File: src/rtl/mxs_pkg.sv
package mxs_pkg;
  localparam int MXS_CELLS_DEF = 8;
  localparam int MXS_WIDTH_DEF = 16;

  // Per-beat decision taken by a full sorting cell.
  typedef enum logic [2:0] {
    ACT_IDLE,
    ACT_LOAD,    // first value of a list: keep it
    ACT_KEEP,    // not larger: pass the arriving value on
    ACT_SWAP,    // larger: pass the old kept value on, keep the new one
    ACT_SOLO,    // closing beat with nothing kept: release it as the final result
    ACT_FINISH   // closing beat: release the larger, pass the smaller on with last
  } cell_act_e;
endpackage

File: src/rtl/mxs_rst_sync.sv
module mxs_rst_sync #(
  parameter int STAGES = 2
) (
  input  logic clk,
  input  logic arst_n,
  output logic srst_n
);
  logic [STAGES-1:0] chain_q;

  always_ff @(posedge clk or negedge arst_n) begin
    if (!arst_n) chain_q <= '0;
    else         chain_q <= {chain_q[STAGES-2:0], 1'b1};
  end

  assign srst_n = chain_q[STAGES-1];
endmodule

File: src/rtl/mxs_cell.sv
module mxs_cell
  import mxs_pkg::*;
#(
  parameter int WIDTH = MXS_WIDTH_DEF
) (
  input  logic             clk,
  input  logic             arst_n,
  input  logic             up_v,
  input  logic [WIDTH-1:0] up_d,
  input  logic             up_l,
  output logic             dn_v,
  output logic [WIDTH-1:0] dn_d,
  output logic             dn_l,
  output logic             res_v,
  output logic [WIDTH-1:0] res_d,
  output logic             res_l
);
  cell_act_e        act;
  logic             held_q, held_n;
  logic [WIDTH-1:0] acc_q, acc_n;
  logic             acc_en;
  logic             bigger;
  logic             dn_v_n, dn_l_n, res_v_n, res_l_n;
  logic [WIDTH-1:0] dn_d_n, res_d_n;

  assign bigger = up_d > acc_q;

  // Decide what this beat does.
  always_comb begin
    act = ACT_IDLE;
    if (up_v) begin
      if (!held_q)   act = up_l ? ACT_SOLO : ACT_LOAD;
      else if (up_l) act = ACT_FINISH;
      else           act = bigger ? ACT_SWAP : ACT_KEEP;
    end
  end

  // Next state.
  always_comb begin
    held_n  = held_q;
    acc_n   = acc_q;
    acc_en  = 1'b0;
    dn_v_n  = 1'b0;
    dn_d_n  = up_d;
    dn_l_n  = 1'b0;
    res_v_n = 1'b0;
    res_d_n = up_d;
    res_l_n = 1'b0;
    unique case (act)
      ACT_LOAD: begin
        held_n = 1'b1;
        acc_n  = up_d;
        acc_en = 1'b1;
      end
      ACT_KEEP: dn_v_n = 1'b1;
      ACT_SWAP: begin
        dn_v_n = 1'b1;
        dn_d_n = acc_q;
        acc_n  = up_d;
        acc_en = 1'b1;
      end
      ACT_SOLO: begin
        res_v_n = 1'b1;
        res_l_n = 1'b1;
      end
      ACT_FINISH: begin
        held_n  = 1'b0;
        dn_v_n  = 1'b1;
        dn_l_n  = 1'b1;
        res_v_n = 1'b1;
        if (bigger) dn_d_n  = acc_q;
        else        res_d_n = acc_q;
      end
      default: ;
    endcase
  end

  // Control registers, asynchronous reset.
  always_ff @(posedge clk or negedge arst_n) begin
    if (!arst_n) begin
      held_q <= 1'b0;
      dn_v   <= 1'b0;
      dn_l   <= 1'b0;
      res_v  <= 1'b0;
      res_l  <= 1'b0;
    end else begin
      held_q <= held_n;
      dn_v   <= dn_v_n;
      dn_l   <= dn_l_n;
      res_v  <= res_v_n;
      res_l  <= res_l_n;
    end
  end

  // Data registers, loaded only under their enables.
  always_ff @(posedge clk) begin
    if (acc_en)  acc_q <= acc_n;
    if (dn_v_n)  dn_d  <= dn_d_n;
    if (res_v_n) res_d <= res_d_n;
  end
endmodule

File: src/rtl/mxs_tail.sv
module mxs_tail #(
  parameter int WIDTH = 16
) (
  input  logic             clk,
  input  logic             arst_n,
  input  logic             up_v,
  input  logic [WIDTH-1:0] up_d,
  input  logic             up_l,
  output logic             res_v,
  output logic [WIDTH-1:0] res_d,
  output logic             res_l
);
  // In legal use, the last position only ever sees a single closing beat.
  always_ff @(posedge clk or negedge arst_n) begin
    if (!arst_n) begin
      res_v <= 1'b0;
      res_l <= 1'b0;
    end else begin
      res_v <= up_v;
      res_l <= up_v & up_l;
    end
  end

  always_ff @(posedge clk) begin
    if (up_v) res_d <= up_d;
  end
endmodule

File: src/rtl/mxs_collect.sv
module mxs_collect #(
  parameter int CELLS = 8,
  parameter int WIDTH = 16
) (
  input  logic                        clk,
  input  logic                        arst_n,
  input  logic [CELLS-1:0]            hit_v,
  input  logic [CELLS-1:0][WIDTH-1:0] hit_d,
  input  logic [CELLS-1:0]            hit_l,
  output logic                        o_v,
  output logic [WIDTH-1:0]            o_d,
  output logic                        o_l
);
  logic [WIDTH-1:0] sel_d;
  logic             sel_l;
  logic             any_v;

  assign any_v = |hit_v;

  // Under the spacing rule at most one cell releases per cycle, so an AND-OR merge is enough.
  always_comb begin
    sel_d = '0;
    sel_l = 1'b0;
    for (int k = 0; k < CELLS; k++) begin
      if (hit_v[k]) begin
        sel_d = sel_d | hit_d[k];
        sel_l = sel_l | hit_l[k];
      end
    end
  end

  always_ff @(posedge clk or negedge arst_n) begin
    if (!arst_n) begin
      o_v <= 1'b0;
      o_l <= 1'b0;
    end else begin
      o_v <= any_v;
      o_l <= any_v & sel_l;
    end
  end

  always_ff @(posedge clk) begin
    if (any_v) o_d <= sel_d;
  end
endmodule

File: src/rtl/maxpipe_sorter.sv
module maxpipe_sorter
  import mxs_pkg::*;
#(
  parameter int CELLS = MXS_CELLS_DEF,
  parameter int WIDTH = MXS_WIDTH_DEF
) (
  input  logic             clk,
  input  logic             rst_n,
  input  logic             in_valid,
  input  logic [WIDTH-1:0] in_data,
  input  logic             in_last,
  output logic             out_valid,
  output logic [WIDTH-1:0] out_data,
  output logic             out_last
);
  localparam int LAST_CELL = CELLS - 1;

  logic                        core_rst_n;
  logic [CELLS-1:0]            lnk_v, lnk_l;
  logic [CELLS-1:0][WIDTH-1:0] lnk_d;
  logic [CELLS-1:0]            emit_v, emit_l;
  logic [CELLS-1:0][WIDTH-1:0] emit_d;

  mxs_rst_sync #(.STAGES(2)) u_rst (
    .clk    (clk),
    .arst_n (rst_n),
    .srst_n (core_rst_n)
  );

  assign lnk_v[0] = in_valid;
  assign lnk_d[0] = in_data;
  assign lnk_l[0] = in_last;

  for (genvar k = 0; k < CELLS; k++) begin : g_pos
    if (k == LAST_CELL) begin : g_tail
      mxs_tail #(.WIDTH(WIDTH)) u_tail (
        .clk    (clk),
        .arst_n (core_rst_n),
        .up_v   (lnk_v[k]),
        .up_d   (lnk_d[k]),
        .up_l   (lnk_l[k]),
        .res_v  (emit_v[k]),
        .res_d  (emit_d[k]),
        .res_l  (emit_l[k])
      );
    end else begin : g_full
      mxs_cell #(.WIDTH(WIDTH)) u_cell (
        .clk    (clk),
        .arst_n (core_rst_n),
        .up_v   (lnk_v[k]),
        .up_d   (lnk_d[k]),
        .up_l   (lnk_l[k]),
        .dn_v   (lnk_v[k+1]),
        .dn_d   (lnk_d[k+1]),
        .dn_l   (lnk_l[k+1]),
        .res_v  (emit_v[k]),
        .res_d  (emit_d[k]),
        .res_l  (emit_l[k])
      );
    end
  end

  mxs_collect #(.CELLS(CELLS), .WIDTH(WIDTH)) u_collect (
    .clk    (clk),
    .arst_n (core_rst_n),
    .hit_v  (emit_v),
    .hit_d  (emit_d),
    .hit_l  (emit_l),
    .o_v    (out_valid),
    .o_d    (out_data),
    .o_l    (out_last)
  );
endmodule

File: config.mk
export PLATFORM = sky130hd
export DESIGN_NAME = maxpipe_sorter
export DESIGN_NICKNAME = d
export VERILOG_FILES = /design/src/rtl/mxs_pkg.sv /design/src/rtl/mxs_rst_sync.sv /design/src/rtl/mxs_cell.sv /design/src/rtl/mxs_tail.sv /design/src/rtl/mxs_collect.sv /design/src/rtl/maxpipe_sorter.sv
export SDC_FILE = /design/constraint.sdc
export NUM_CORES = 1
export LEC_CHECK = 0
export BUFFER_PORTS_ARGS = -buffer_cell sky130_fd_sc_hd__buf_2
export CORE_MARGIN = 2
export CORE_UTILIZATION = 43
export CTS_CLUSTER_SIZE = 16
export DETAILED_ROUTE_END_ITERATION = 7
export PLACE_DENSITY = 0.68
export SKIP_CTS_REPAIR_TIMING = 1
export SLEW_MARGIN = 25
export SYNTH_ARGS = -nofsm -noshare
export SYNTH_HDL_FRONTEND = slang
export SYNTH_SLANG_ARGS = --single-unit
File: constraint.sdc
create_clock -name clk -period 2.9 [get_ports clk]
set_clock_uncertainty 0.1 [all_clocks]
set_input_delay 0.29 -clock clk [delete_from_list [all_inputs] [get_ports clk]]
set_output_delay 0.29 -clock clk [all_outputs]
set_load 0.02 [all_outputs]
==> metrics.yaml <==
routing:
  drc: 0
  firstDrtPassIters: 6
  drt-wirelength-per-cell_um: 23.2
  finalWirelength_mm: 45.8
  drt-initial-drc-count: 1213
  vias_per_cell: 5.51
  ant_nets: 0
  vias: 10900
sta:
  relSlewSlack_pct: 39.6
  tightest_slew_ns: 0.906
  rsz0062_at_grt: "false"
  clock.fmax_mhz: 359
  setup_tns_ns: 0
  fin_crit_ns: 2.79
  setup_viol_count_final: 0
  slew_viol_final: 0
  finalCritPeriodShare_pct: 96.1
  hold_viol: 0
clock_tree:
  htreeDepth: 2
  insertion_delay_ns: 0.54
  cts_buffers: 42
  cts_buffer_depth: 3
  cts.reportedPaths.clkPinSlew_ns: 0.06
  cts-root-buf: "clkbuf_16"
  cts.sinks: 409
  cts_tree: "done"
cells_and_area:
  nets: 1489
  drive_above_1_share_pct: 29.0
  final_util_pct: 49.8
  syn_to_final_growth_pct: 13.9
  antenna_cells: 0
  final_area_mm2: 0.0215
placed_design:
  hpwl_mm: 33.3
  placed_area_mm2: 0.0200
  place_congestion: 0.946
  numPortBuffers: 37
min_path:
  hold_class: "reg -> async"
global_route:
  grt_use_total_pct: 20.2
  grt_pass1_vias: 10700
  gr-total-overflow: 0
  grt.busiest_layer: "met2"
  met3_usage_pct: 2.68
  antenna_found_initial: 1
  grt_max_degree: 26
  use_met1_pct: 29.0
  grt_pass1_wl_mm: 67.7
  use_met2_pct: 32.1
yosys:
  synth_flop_cell: "edfxtp_1"
  ys_seq_elements: 409
  synthesis.area_mm2: 0.0189
  synthArstFlopShare_pct: 10.0
  avgSynthCellArea_um2: 15.3
  yosysUniqueCellTypes: 28
  yosys_warnings: 0
  syn_inst: 1229
  synth_edf_count: 368
  yosysSeqAreaShare_pct: 64.0
  syn-num-nets: 1361
critical_path:
  cp_slowest_cell: "a2111oi_2"
  required_ns: 3.09
  critPathKind: "reg -> reg"
  cp_cell_sequence: "ha_1 -> a21oi_1 -> o21ai_0 -> a2111oi_2 -> o21a_1 -> buf_4 -> mux2_2"
  cpPeakStageDelay_ns: 0.55
  reg2reg_from: "g_pos[4].g_full.u_cell.dn_d[3]$_DFFE_PP_"
  critPathMaxFanout: 11
  r2r_end: "g_pos[5].g_full.u_cell.res_d[9]$_DFFE_PP_"
  cp-start-kind: "register"
  worst-r2r-cell-count: 7
  r2r_slack_ns: 0.11
  crit_arrival_ns: 2.97
  end_kind: "register"
die:
  start_util_pct: 43.7
  dieWidth_um: 213
  row_count: 76
  dieArea_mm2: 0.0455
  io_pins: 38
  die_h_um: 213
  fp.coreArea_mm2: 0.0432
outcome:
  outcome: "finished, final reports clean"
power:
  pwr_density_cell_mw_per_mm2: 582
  p_leak_nw: 8.06
  ir_worst_vdd_mv: 0.475
job:
  cap_violations: 0
-- per-stage QoR --
step                      instances  hold slack [ns]  total power [W]  worst slack (ns)
after detailed placement       1878         -0.00791          0.00760             0.117
after global placement         1878         -0.00876          0.00758             0.144
after CTS                      1954           -0.561           0.0126            0.0737
final                          1974            0.246           0.0125             0.114
after floorplan                1229           -0.106          0.00730             0.285
after global routing           1974            0.263           0.0129            0.0102
-- cells in the mapped netlist, types with 9 or more instances --
| library cell | n | area share (%) |
|---|---|---|
| edfxtp_1 | 368 | 59 |
| mux2_2 | 224 | 13 |
| inv_1 | 126 | 2.5 |
| ha_1 | 112 | 7.4 |
| a22oi_1 | 68 | 2.7 |
| a21oi_1 | 49 | 1.3 |
| dfrtp_1 | 41 | 5.4 |
| nand4_1 | 38 | 1.3 |
| and2_1 | 22 | 0.73 |
| o21ai_0 | 21 | 0.56 |
| nand2_1 | 15 | 0.30 |
| a21o_1 | 14 | 0.56 |
| buf_6 | 14 | 0.84 |
| nand3_1 | 14 | 0.37 |
| o21a_1 | 14 | 0.56 |
| clkbuf_1 | 9 | 0.18 |
| nor4_1 | 9 | 0.30 |
-- cells in the final DEF (no fill, tap or decap) --
cell / netlist / final
edfxtp_1: 368 / 368
mux2_2: 224 / 224
inv_1: 126 / 126
ha_1: 112 / 112
a22oi_1: 68 / 68
buf_4: 7 / 61
a21oi_1: 49 / 49
clkbuf_16: 0 / 43
dfrtp_1: 41 / 40
nand4_1: 38 / 38
buf_2: 0 / 37
and2_1: 22 / 22
o21ai_0: 21 / 21
clkbuf_1: 9 / 21
dlygate4sd3_1: 0 / 20
nand2_1: 15 / 15
a21o_1: 14 / 14
nand3_1: 14 / 14
o21a_1: 14 / 14
nor4_1: 9 / 9
clkinv_2: 0 / 8
and3_1: 7 / 7
nand4_2: 7 / 7
nor3_1: 7 / 7
a211oi_1: 7 / 7
nor3b_2: 7 / 7
nand2b_1: 7 / 7
a2111oi_2: 7 / 6
nor2_1: 7 / 6
clkbuf_8: 0 / 3
buf_12: 0 / 3
a2111oi_4: 0 / 1
nor2_2: 0 / 1
inv_6: 0 / 1
conb_1: 1 / 1
dfrtp_2: 0 / 1
-- registers in the layout, summed over array words and instances (netlist names), 2 cells and up --
signal                      cells
g_pos.g_full.u_cell.acc_q     112
g_pos.g_full.u_cell.dn_d      112
g_pos.g_full.u_cell.res_d     112
g_pos.g_tail.u_tail.res_d      16
u_collect.o_d                  16
g_pos.g_full.u_cell.dn_l        7
g_pos.g_full.u_cell.dn_v        7
g_pos.g_full.u_cell.held_q      7
g_pos.g_full.u_cell.res_l       7
g_pos.g_full.u_cell.res_v       7
u_rst.chain_q                   2
-- where the power goes --
part	switching [W]	internal, W
sequential	0.000154	0.00661
clock	0.00218	0.00283
combinational	0.000410	0.000329
-- layer usage --
layer	up-vias	wire (um)
li1	4987	-
met1	5466	20600
met2	351	21300
met3	74	2530
met4	0	1440
met5	-	0
-- worst max path at each step --
stage,slack [ns],cells past startpoint,endpoint,from
2_1_floorplan,0.29,6,g_pos[1].g_full.u_cell.acc_q[0]$_DFFE_PP_,g_pos[0].g_full.u_cell.dn_d[15]$_DFFE_PP_
5_1_grt,0.01,7,g_pos[6].g_full.u_cell.dn_d[9]$_DFFE_PP_,g_pos[5].g_full.u_cell.dn_d[15]$_DFFE_PP_
4_1_cts,0.07,7,g_pos[2].g_full.u_cell.res_d[15]$_DFFE_PP_,g_pos[1].g_full.u_cell.dn_d[3]$_DFFE_PP_
6_report,0.11,7,g_pos[5].g_full.u_cell.res_d[9]$_DFFE_PP_,g_pos[4].g_full.u_cell.dn_d[3]$_DFFE_PP_
3_3_place_gp,0.14,7,g_pos[2].g_full.u_cell.res_d[15]$_DFFE_PP_,g_pos[1].g_full.u_cell.dn_d[3]$_DFFE_PP_
3_5_place_dp,0.12,7,g_pos[2].g_full.u_cell.res_d[15]$_DFFE_PP_,g_pos[1].g_full.u_cell.dn_d[3]$_DFFE_PP_
-- logic make-up (layout without fill, tap and decap cells) --
group                    Yosys count  after routing  share of synthesized area, %
AO/OA/AOI/OAI                    180            180                          6.52
flip-flops                       409            409                          64.0
buffers and inverters            163            323                          3.94
multiplexers                     224            224                          13.4
other                              1              1                        0.0199
adder cells (fa/ha/maj)          112            112                          7.43
AND/OR/NAND/NOR                  140            140                          4.68
-- area by class of cell --
cell class,instances,area (um2)
clock inverters,9,48.8
well taps,585,732
clock buffers,67,1200
flip-flops and latches,409,12100
repair buffers,121,903
fillers,3629,21700
inverters,126,473
multi-input cells,657,6050
-- worst max-delay path: cells and delay by family, from the launching register on --
| family | cells | cell delay [ns] |
|---|---|---|
| AOI/OAI and AO/OA | 4 | 1.07 |
| DFF | 1 | 0.43 |
| adders and majority gates | 1 | 0.36 |
| muxes | 1 | 0.36 |
| buffers and inverters | 1 | 0.22 |
Note: power is estimated with default switching activity, not from simulation.
